[src/rtl/aclk_gen_pkg.sv]
package aclk_gen_pkg;
  localparam int CODE_W        = 3;
  localparam int LOG_W         = 4;
  localparam int MAX_RATIO_LOG = 5;  // 512 / 16
  localparam int MAX_FRAME_LOG = 9;  // 512 bits per frame
  localparam int RATIO_LOG_W   = $clog2(MAX_RATIO_LOG + 1);

  typedef struct packed {
    logic             ok;
    logic [LOG_W-1:0] lg;
  } log_code_t;

  // master clocks per frame, as log2
  function automatic log_code_t mclk_log(input logic [CODE_W-1:0] code, input int rev);
    log_code_t r;
    r.ok = 1'b1;
    case (code)
      3'd0: r.lg = 4'd9;
      3'd1: r.lg = 4'd8;
      3'd2: r.lg = 4'd7;
      3'd3: r.lg = 4'd6;
      3'd4: begin r.lg = 4'd5; r.ok = (rev >= 2); end
      default: begin r.lg = 4'd0; r.ok = 1'b0; end
    endcase
    return r;
  endfunction

  // bit clocks per frame, as log2
  function automatic log_code_t frame_log(input logic [CODE_W-1:0] code, input int rev);
    log_code_t r;
    r.ok = 1'b1;
    case (code)
      3'd0: r.lg = 4'd5;
      3'd1: r.lg = 4'd6;
      3'd2: r.lg = 4'd7;
      3'd3: r.lg = 4'd8;
      3'd4: r.lg = 4'd9;
      3'd7: begin r.lg = 4'd4; r.ok = (rev >= 2); end
      default: begin r.lg = 4'd0; r.ok = 1'b0; end
    endcase
    return r;
  endfunction
endpackage

[src/rtl/aclk_gen_ratio_dec.sv]
module aclk_gen_ratio_dec
  import aclk_gen_pkg::*;
#(
  parameter int REV = 2
) (
  input  logic [CODE_W-1:0]      mclk_code_i,
  input  logic [CODE_W-1:0]      frame_code_i,
  output logic                   err_o,
  output logic [RATIO_LOG_W-1:0] ratio_lg_o,
  output logic [LOG_W-1:0]       frame_lg_o
);
  log_code_t m_dec, f_dec;

  always_comb begin
    m_dec = mclk_log(mclk_code_i, REV);
    f_dec = frame_log(frame_code_i, REV);
    // ratio below 2 means mclk log not strictly above frame log
    err_o = !m_dec.ok || !f_dec.ok || (m_dec.lg <= f_dec.lg);
    ratio_lg_o = err_o ? '0 : RATIO_LOG_W'(m_dec.lg - f_dec.lg);
    frame_lg_o = err_o ? '0 : f_dec.lg;
  end

  // a valid setting never yields a ratio beyond the divider range
  always_comb begin
    if (!err_o) begin
      a_r3_ratio_range: assert (ratio_lg_o >= 1 && ratio_lg_o <= RATIO_LOG_W'(MAX_RATIO_LOG));
    end
  end
endmodule

[src/rtl/aclk_gen_div.sv]
module aclk_gen_div
  import aclk_gen_pkg::*;
#(
  parameter int DIV_W = MAX_RATIO_LOG,
  parameter int FRM_W = MAX_FRAME_LOG
) (
  input  logic                   clk,
  input  logic                   rst_n,
  input  logic                   run_i,
  input  logic [RATIO_LOG_W-1:0] ratio_lg_i,
  input  logic [LOG_W-1:0]       frame_lg_i,
  output logic                   bclk_gen_o,
  output logic                   fclk_gen_o
);
  logic [DIV_W-1:0] div_cnt;
  logic [FRM_W-1:0] bit_cnt;
  logic [DIV_W:0]   div_span;
  logic [FRM_W:0]   frm_span;
  logic [DIV_W-1:0] div_wrap, div_half;
  logic [FRM_W-1:0] frm_wrap, frm_half;
  logic             bit_end;

  always_comb begin
    div_span = (DIV_W+1)'(1) << ratio_lg_i;
    frm_span = (FRM_W+1)'(1) << frame_lg_i;
    div_wrap = DIV_W'(div_span - 1'b1);
    frm_wrap = FRM_W'(frm_span - 1'b1);
    div_half = DIV_W'(1) << (ratio_lg_i - 1'b1);
    frm_half = FRM_W'(1) << (frame_lg_i - 1'b1);
  end

  assign bit_end = (div_cnt == div_wrap);

  always_ff @(posedge clk or negedge rst_n) begin
    if (!rst_n) begin
      div_cnt <= '0;
      bit_cnt <= '0;
    end else if (!run_i) begin
      div_cnt <= '0;
      bit_cnt <= '0;
    end else begin
      div_cnt <= bit_end ? '0 : div_cnt + 1'b1;
      if (bit_end) bit_cnt <= (bit_cnt == frm_wrap) ? '0 : bit_cnt + 1'b1;
    end
  end

  assign bclk_gen_o = run_i & (|(div_cnt & div_half));
  assign fclk_gen_o = run_i & (|(bit_cnt & frm_half));

  // previous-cycle copies, used only by the checks below
  logic run_q, bclk_q, fclk_q;
  always_ff @(posedge clk or negedge rst_n) begin
    if (!rst_n) begin
      run_q  <= 1'b0;
      bclk_q <= 1'b0;
      fclk_q <= 1'b0;
    end else begin
      run_q  <= run_i;
      bclk_q <= bclk_gen_o;
      fclk_q <= fclk_gen_o;
    end
  end

  a_r5_frame_on_bclk_fall: assert property (@(posedge clk) disable iff (!rst_n)
    (run_i && run_q && (fclk_gen_o != fclk_q)) |-> (bclk_q && !bclk_gen_o));

  a_r10_phase_zero_when_stopped: assert property (@(posedge clk) disable iff (!rst_n)
    !run_i |=> (div_cnt == '0 && bit_cnt == '0));

  a_r4_rise_at_half: assert property (@(posedge clk) disable iff (!rst_n)
    (run_q && run_i && !bclk_q && bclk_gen_o) |-> (div_cnt == div_half));

  a_r4_count_bound: assert property (@(posedge clk) disable iff (!rst_n)
    run_i |-> (div_cnt <= div_wrap));
endmodule

[src/rtl/aclk_gen.sv]
module aclk_gen
  import aclk_gen_pkg::*;
#(
  parameter int REV      = 2,
  parameter int PORT_IDX = 0
) (
  input  logic        clk,
  input  logic        rst_n,
  input  logic [15:0] mode_cfg_i,
  input  logic [15:0] pol_cfg_i,
  input  logic [7:0]  clk_en_i,
  input  logic        dir_i,
  input  logic        ext_bclk_i,
  input  logic        ext_fclk_i,
  output logic        bclk_o,
  output logic        fclk_o,
  output logic        cfg_err_o
);
  localparam int EN_BIT = 4 * PORT_IDX;

  logic                   port_en, master_sel, run;
  logic [RATIO_LOG_W-1:0] ratio_lg;
  logic [LOG_W-1:0]       frame_lg;
  logic                   bclk_gen, fclk_gen;

  aclk_gen_ratio_dec #(.REV(REV)) dec_i (
    .mclk_code_i (mode_cfg_i[14:12]),
    .frame_code_i(mode_cfg_i[10:8]),
    .err_o       (cfg_err_o),
    .ratio_lg_o  (ratio_lg),
    .frame_lg_o  (frame_lg)
  );

  assign port_en    = clk_en_i[EN_BIT];
  assign master_sel = dir_i ? mode_cfg_i[4] : mode_cfg_i[0];
  assign run        = port_en & master_sel & ~cfg_err_o;

  aclk_gen_div div_i (
    .clk       (clk),
    .rst_n     (rst_n),
    .run_i     (run),
    .ratio_lg_i(ratio_lg),
    .frame_lg_i(frame_lg),
    .bclk_gen_o(bclk_gen),
    .fclk_gen_o(fclk_gen)
  );

  always_comb begin
    if (master_sel) begin
      bclk_o = bclk_gen ^ pol_cfg_i[8];
      fclk_o = fclk_gen ^ pol_cfg_i[12];
    end else begin
      bclk_o = ext_bclk_i ^ pol_cfg_i[0];
      fclk_o = ext_fclk_i ^ pol_cfg_i[4];
    end
  end

  a_r3_error_holds_idle: assert property (@(posedge clk) disable iff (!rst_n)
    (cfg_err_o && master_sel) |-> (bclk_o == pol_cfg_i[8] && fclk_o == pol_cfg_i[12]));
endmodule

[config.mk]
export PLATFORM = sky130hd
export DESIGN_NAME = aclk_gen
export DESIGN_NICKNAME = d
export VERILOG_FILES = /design/src/rtl/aclk_gen_pkg.sv /design/src/rtl/aclk_gen_ratio_dec.sv /design/src/rtl/aclk_gen_div.sv /design/src/rtl/aclk_gen.sv
export SDC_FILE = /design/constraint.sdc
export NUM_CORES = 1
export LEC_CHECK = 0
export ABC_AREA = 1
export BUFFER_PORTS_ARGS = -buffer_cell sky130_fd_sc_hd__buf_2
export CAP_MARGIN = 0
export CORE_UTILIZATION = 45
export DETAILED_ROUTE_END_ITERATION = 8
export PLACE_DENSITY = 0.77
export SETUP_SLACK_MARGIN = 0.3
export SKIP_LAST_GASP = 1
export SLEW_MARGIN = 0
export SYNTH_ARGS = -nofsm -noshare
export SYNTH_HDL_FRONTEND = slang
export SYNTH_SLANG_ARGS = --single-unit
[constraint.sdc]
create_clock -name clk -period 3.45 [get_ports clk]
set_input_delay 0.69 -clock clk [delete_from_list [all_inputs] [get_ports clk]]
set_output_delay 0.69 -clock clk [all_outputs]
set_load 0.005 [all_outputs]
==> results of run 1 <==
-- per-layer routing --
layer	vias to the layer above	share of wire, %
li1	1029	-
met1	981	39
met2	71	54
met3	14	5.0
met4	0	2.0
met5	-	0
-- placed cells by master, fill, tap and decap left out, types with 2 or more instances in the layout --
| cell type | netlist | layout |
|---|---|---|
| a21oi_2 | 1 | 2 |
| dfrtp_1 | 14 | 14 |
| nor2_1 | 28 | 18 |
| nand3b_1 | 3 | 3 |
| nor2_2 | 5 | 8 |
| buf_12 | 0 | 4 |
| nand3_4 | 3 | 5 |
| xnor2_1 | 2 | 2 |
| nor2_4 | 1 | 9 |
| inv_4 | 0 | 2 |
| nand3_2 | 2 | 15 |
| inv_2 | 2 | 5 |
| nand3_1 | 41 | 27 |
| xor2_1 | 7 | 7 |
| nand4_1 | 9 | 9 |
| buf_6 | 2 | 3 |
| buf_2 | 0 | 17 |
| ha_4 | 0 | 3 |
| clkbuf_8 | 0 | 4 |
| nand2_8 | 0 | 3 |
| nand2_2 | 6 | 9 |
| nand2_4 | 4 | 9 |
| buf_4 | 0 | 48 |
| ha_1 | 8 | 5 |
| inv_1 | 38 | 31 |
| nand2_1 | 69 | 59 |
| o21ai_2 | 9 | 9 |
-- sequential cells by signal, summed over array words and instances (netlist names) --
register and flops:
div_i.bit_cnt 9, div_i.div_cnt 5
-- through the flow --
stage                     hold WS, ps  std cells  total power (W)  cell area [sq um]  TNS (ps)
after global routing              350        394         0.000938               2800     -2180
after floorplan                   394        270         0.000413               1840         0
final                             327        394         0.000888               2800      -118
after CTS                         338        386         0.000829               2650         0
after global placement            508        371         0.000520               2250     -2520
after detailed placement          521        371         0.000526               2250     -3180
-- power by group through the flow --
stage,registers (W),clock network [W],logic [W]
after floorplan,0.000169,0,0.000243
after global placement,0.000170,0,0.000351
after detailed placement,0.000170,0,0.000356
after CTS,0.000167,0.000161,0.000502
after global routing,0.000167,0.000168,0.000604
final,0.000167,0.000159,0.000562
-- cell type report --
class | instances | area, sq um | area share (%)
clock buffers | 4 | 55.1 | 1.96
inverters | 40 | 173 | 6.16
multi-input cells | 215 | 1590 | 56.7
flip-flops and latches | 14 | 350 | 12.5
well taps | 48 | 60.1 | 2.14
repair buffers | 73 | 574 | 20.5
-- timing repair --
item,in CTS,in global routing
resized for setup,58,23
gates cloned,3,0
setup buffers,8,8
setup endpoints to repair,16,16
pin swaps,29,22
-- cell families after synthesis --
| logic type | after synthesis | synth area share [%] |
|---|---|---|
| simple gates | 175 | 50.2 |
| other cells | 1 | 0.213 |
| xor+xnor | 10 | 5.41 |
| compound gates | 17 | 7.19 |
| flops | 14 | 19.9 |
| buf+inv | 44 | 10.2 |
| fa+ha+maj | 9 | 6.83 |
-- critical path, cell delays in order --
cell and delay, ps:
buf_12 120, inv_6 50, nand2_4 50, inv_4 60, nor2_2 50, a21oi_2 140, inv_2 70, ha_4 270
nand2_4 80, nor2_4 50, nor2_4 110, nand3_4 110, nor3_4 240, nand2_2 110, nor2_2 150, nor2_2 60
nand2_2 70, nand2_1 50, nand2_1 90, nand3_2 60, nand2_1 50, buf_2 100
-- worst paths after layout --
kind / startpoint / to / slack (ps) / cells after the start
worst min register to register: div_i.div_cnt[0] / div_i.div_cnt[0] / 530 / 1
worst max-delay path: mode_cfg_i[9] / bclk_o / -90 / 22
worst max register to register: div_i.bit_cnt[1] / div_i.bit_cnt[8] / 1680 / 9
min in group clk: div_i.div_cnt[0] / div_i.div_cnt[0] / 530 / 1
max in group asynchronous: rst_n / div_i.div_cnt[3] / 2880 / 1
worst min-delay path: rst_n / div_i.bit_cnt[2] / 330 / 1
==> reports/qor_table.md, run 1 <==
| Step | Item | Reported |
| --- | --- | --- |
| pwr | Part of the total power dissipated in combinational logic | 63.3% |
| yosys | Number of instances in the synthesized netlist | 270 |
| worst setup path | Crit path capture type | output port |
| pwr | Largest voltage drop on the vdd net | 0.278 mV |
| clock network | Number of buffers inserted by hold repair at cts | 0 |
| layout | Area growth from synthesis to layout | 59.4% |
| timing | Setup Skew | 7.14 ps |
| run status | Outcome | complete, but fails checks |
| global routing | Total global routing track utilization | 25.7% |
| min path | Path type of the worst min-delay path | input port to async pin |
| global routing | Global route total overflow | 0 |
| route | Routed vias | 2095 |
| pwr | Leakage power of the design | 1.36 nW |
| yosys | Number of synthesized flops with an enable pin | 0 |
| yosys | Post-synthesis instance area | 1760 sq um |
| timing | Unrepaired setup endpoints after global routing | yes |
| route | Total wirelength of the detailed-routed design | 5340 um |
| placed design | Post-detailed-placement half-perimeter wirelength | 3210 um |
| run status | Violations in the final reports | negative setup slack |
| pwr | Sequential share of power | 18.8% |
| worst setup path | Critical path arrival | 2850 ps |
| yosys | Most repeated cell in the gate-level netlist after synthesis | nand2_1 |
| floorplanning | Standard-cell row count | 22 |
| clock network | CTS root buffer | clkbuf_8 |
| timing | Hold Vio Cnt, Final | 0 |
| layout | Number of fillers in the final layout | 251 |
| global routing | Initial antenna violation count | 0 |
| timing | Final worst-path setup slack | -90.6 ps |
| pwr | Reported net switching power | 0.000374 W |
| yosys | Synthesized net count | 324 |
| clock network | Inserted Clock Buffers | 3 |
| route | DRC violations left | 0 |
| worst setup path | Crit path launch type | input port |
| route | Drt first-iter violations | 116 |
| clock network | Clk pin slew, worst setup/hold paths | 60 ps |
| yosys | Leading cell types by total area after synthesis | dfrtp_1 (20%), nand2_1 (15%), nand3_1 (12%) |
| yosys | Area leader, netlist | dfrtp_1 |
| clock network | Clock tree from TritonCTS | done |
| yosys | Ranking of synthesized cells by instance count | nand2_1 (69), nand3_1 (41), inv_1 (38) |
| worst setup path | Max Fanout on Critical Path | 4 |
| global routing | Pin count of the biggest net entering global routing | 19 |
| clock network | Insertion delay of the later-clocked pin in the worst-skew pair | 250 ps |
| floorplanning | Die width | 64.5 um |
| global routing | Wire length of the first global-routing pass | 8470 um |
| worst setup path | CP Data Required Time | 2760 ps |
| yosys | Primary flip-flop cell chosen by synthesis mapping | dfrtp_1 |
| floorplanning | Placeable Area | 3720 sq um |
| global routing | Met1 usage | 30.2% |
| yosys | Top cell type's share of synthesized area | 19.9% |
| layout | Antenna diodes | 0 |
| clock network | Clock tree buffer depth | 2 |
| floorplanning | Die ar. | 4160 sq um |
| route | Via-per-instance ratio | 5.32 |
| pwr | Power density over the cells | 317 nW/um^2 |
| floorplanning | I/O pin count | 48 |
| placed design | Dpl ws | -227 ps |
| layout | Number of nets in the layout | 401 |
| floorplanning | Starting density of the core | 47.3% |
| global routing | Number of global-route vias before repair | 1963 |
| route | Post-route ant nets | 0 |
| pwr | Clock power share | 17.9% |
| floorplanning | Vertical die dimension | 64.5 um |
| yosys | Avg Cell Area, Syn | 6.51 sq um |
| worst setup path | Class of the most critical setup path | input port to output port |
| pwr | Sw Ratio | 42.1% |
| timing | Final worst path period share | 103% |
| yosys | Warning count from the yosys run | 0 |
| global routing | Met2 track demand over resource | 49.2% |
| clock network | Clk sink count | 14 |
| route | Average wire per standard cell | 13.6 um |
| yosys | Number of distinct standard cells referenced by the synthesized netlist | 31 |
| yosys | Async set-reset flop share out of synthesis | 100% |
| global routing | Global-route track usage on met3 | 2.29% |
| clock network | Maximum level of the CTS H-tree | 1 |
| timing | Final critical-path required period | 3540 ps |
| placed design | IO buf count | 20 |
| layout | End-of-flow core utilization | 75.4% |
| yosys | Flip-flop and latch count after synthesis | 14 |
| layout | Fraction of layout cells with a size suffix above 1 | 48.3% |
| run | Max-cap violations | 0 |
| timing | Max-slew violations | 0 |
| placed design | Last weighted congestion value of the routability-driven placer | 0.827 |
| pwr | Internal power of the cells | 0.000514 W |
| global routing | Most used routing layer | met2 |
| timing | Setup violation total in the final timing report | 2 |
| timing | Fmax | 0.282 GHz |
| yosys | Fraction of the yosys area taken by sequential cells | 19.9% |
| route | Total iterations of the first detailed-routing run | 6 |
Power figures use the tool's default switching activity.
==> run 2, diff against run 1 <==
- CELL_PAD_IN_SITES_DETAIL_PLACEMENT: unset -> 0
- CELL_PAD_IN_SITES_GLOBAL_PLACEMENT: unset -> 1
- CORE_UTILIZATION: 45 -> 33
- PLACE_DENSITY: 0.77 -> 0.81
==> run 2 against run 1 <==
Effect of this change:
- the flow now finishes without violations
- sequential cell count did not move
- routed wire length fell by 12%
- sequential power barely moved
- clock power fell by 18%
- utilization fell by 21 points
- final cell count rose by 5.8%
- first-iteration DRC count fell by 59%
- non-clock buffer count rose by 2
- setup slack improved by 96 ps
- hold slack improved by 14 ps
- clock skew fell by 4.6 ps
- sequential share of layout area rose by 0.19 points
- largest power group unchanged
==> reports/qor_table.md, run 2 (same netlist as run 1, synthesis figures left out) <==
| Step | Item | Reported |
| --- | --- | --- |
| placed design | Post-detailed-placement half-perimeter wirelength | 3350 um |
| timing | Setup violation total in the final timing report | 0 |
| worst setup path | Source of the worst register-to-register timing path | div_i.bit_cnt[3] |
| timing | Setup TNS | 0 ps |
| layout | Number of fillers in the final layout | 496 |
| layout | Largest reg by FF count | div_i.bit_cnt |
| global routing | Total global routing track utilization | 18.1% |
| worst setup path | Class of the most critical setup path | input port to output port |
| clock network | CTS root buffer | clkbuf_8 |
| clock network | Insertion delay of the later-clocked pin in the worst-skew pair | 240 ps |
| worst setup path | Critical path arrival | 2750 ps |
| route | Met1 wire length | 2230 um |
| placed design | Post-DP Area | 2310 sq um |
| worst setup path | Max Fanout on Critical Path | 4 |
| placed design | Last weighted congestion value of the routability-driven placer | 0.914 |
| timing | Setup Skew | 2.51 ps |
| worst setup path | Crit path launch type | input port |
| run status | Outcome | finished clean |
| floorplanning | Starting density of the core | 34.4% |
| layout | End-of-flow core utilization | 54.0% |
| global routing | Wire length of the first global-routing pass | 7820 um |
| pwr | Largest voltage drop on the vdd net | 0.197 mV |
| global routing | Number of global-route vias before repair | 1763 |
| floorplanning | Placeable Area | 5110 sq um |
| global routing | Global route total overflow | 0 |
| pwr | Part of the total power dissipated in combinational logic | 63.9% |
| pwr | Internal power of the cells | 0.000479 W |
| clock network | Clk sink count | 14 |
| pwr | Power density over the cells | 298 nW/um^2 |
| layout | Fraction of layout cells with a size suffix above 1 | 45.0% |
| placed design | IO buf count | 20 |
| clock network | Clock tree buffer depth | 2 |
| timing | Unrepaired setup endpoints after global routing | yes |
| route | Total iterations of the first detailed-routing run | 4 |
| pwr | Leakage power of the design | 1.36 nW |
| pwr | Reported net switching power | 0.000345 W |
| timing | Max-slew violations | 0 |
| global routing | Initial antenna violation count | 0 |
| layout | Non-Filler Instances | 417 |
| timing | Final worst path period share | 99.9% |
| clock network | Inserted Clock Buffers | 3 |
| route | Highest metal used | met4 |
| clock network | Maximum level of the CTS H-tree | 1 |
| route | Detailed-routed wire length on met2 | 2310 um |
| layout | Highest-count cells in the layout ignoring fill and taps | nand2_1 (63), buf_4 (52), nand3_1 (32) |
| worst setup path | Crit path capture type | output port |
| route | Total wirelength of the detailed-routed design | 4700 um |
| floorplanning | Die ar. | 5620 sq um |
| route | Post-route ant nets | 0 |
| worst setup path | CP startpoint | mode_cfg_i[8] |
| floorplanning | Vertical die dimension | 75.0 um |
| pwr | Sequential share of power | 20.2% |
| route | Drt first-iter violations | 47 |
| pwr | Sw Ratio | 41.8% |
| timing | Fmax | 0.290 GHz |
| layout | Design Area, Final | 2760 sq um |
| clock network | Clock tree from TritonCTS | done |
| floorplanning | Standard-cell row count | 26 |
| layout | Number of nets in the layout | 403 |
| placed design | Dpl ws | -201 ps |
| route | Average wire per standard cell | 11.3 um |
| layout | Antenna diodes | 0 |
| floorplanning | I/O pin count | 48 |
| run | Max-cap violations | 0 |
| timing | Final worst-path setup slack | 5.08 ps |
| global routing | Pin count of the biggest net entering global routing | 15 |
| layout | Area growth from synthesis to layout | 57.0% |
| floorplanning | Die width | 75.0 um |
| route | Routed vias | 1929 |
| timing | Hold Vio Cnt, Final | 0 |
| route | DRC violations left | 0 |
| layout | Leading cell type in the layout, fill and taps excluded | nand2_1 |
| layout | Flip-flop count of the largest register, all copies and words added | 9 |
| min path | Path type of the worst min-delay path | input port to async pin |
| route | Via-per-instance ratio | 4.63 |
| clock network | Clk pin slew, worst setup/hold paths | 60 ps |
| clock network | Number of buffers inserted by hold repair at cts | 0 |
| pwr | Clock power share | 15.9% |
| worst setup path | CP Data Required Time | 2760 ps |
| placed design | Placed cell count | 398 |
| timing | Final critical-path required period | 3440 ps |
| layout | Largest registers | div_i.bit_cnt (9), div_i.div_cnt (5) |
| route | WL met3 | 116 um |
==> run 2: cell types whose count changed in the layout (fill, tap and decap cells not counted), moves of 4 or more <==
cell,delta
nand3_2,-6
buf_4,+4
nor2_1,+4
nand2_1,+4
nand3_1,+5
nor2_2,-5
nand2_2,-4
==> run 2: worst paths after layout <==
path	end	slack, ps	cells past startpoint
max reg2reg	div_i.bit_cnt[0]	1890	10
max in group asynchronous	div_i.bit_cnt[0]	2860	1
min reg2reg	div_i.div_cnt[0]	520	1
max	fclk_o	5	22
min	div_i.bit_cnt[4]	340	1
min in group clk	div_i.div_cnt[0]	520	1
==> run 2: cell type report <==
type	instances	area [sq um]	area share, %
well taps	70	87.6	3.17
clock buffers	3	41.3	1.50
repair buffers	75	587	21.3
inverters	40	163	5.89
multi-input cells	215	1530	55.5
flip-flops and latches	14	350	12.7
==> run 2: through the flow <==
stage	hold slack (ps)	power, W
2_1_floorplan	394	0.000413
4_1_cts	350	0.000807
3_5_place_dp	520	0.000539
3_3_place_gp	504	0.000537
5_1_grt	362	0.000878
6_report	341	0.000824
==> run 2: power by group through the flow <==
stage | clock (W) | combinational, W | sequential (W)
CTS | 0.000134 | 0.000506 | 0.000167
global route | 0.000140 | 0.000571 | 0.000167
global placement | 0 | 0.000368 | 0.000170
finish | 0.000131 | 0.000526 | 0.000167
floorplan | 0 | 0.000243 | 0.000169
detailed placement | 0 | 0.000370 | 0.000170
==> run 2: layer usage <==
layer  global-route usage, %  vias to the layer above
met4                    5.45                        0
met2                    31.2                       29
met3                    1.34                        4
met5                       0                        -
li1                        -                     1030
met1                    24.3                      866
==> run 2: worst max-delay path, stage by stage <==
cell and delay (ps):
buf_12 120, inv_6 50, nand2_4 60, inv_4 80, nor2_4 40, a21oi_2 130
inv_2 60, ha_4 310, nand2_4 60, nor2_4 140, nor2_4 50, buf_4 120
buf_4 120, nand4_1 80, nor2_1 50, a31oi_1 130, nand2_1 120, nand2_1 70
nand2_1 40, nand3_1 60, nand2_1 50, buf_2 120
==> run 2: what timing repair did <==
item	4_1_cts	5_1_grt
resized for setup	44	18
setup endpoints to repair	16	16
cloned	3	0
setup buffers	11	2
pin swaps	26	24
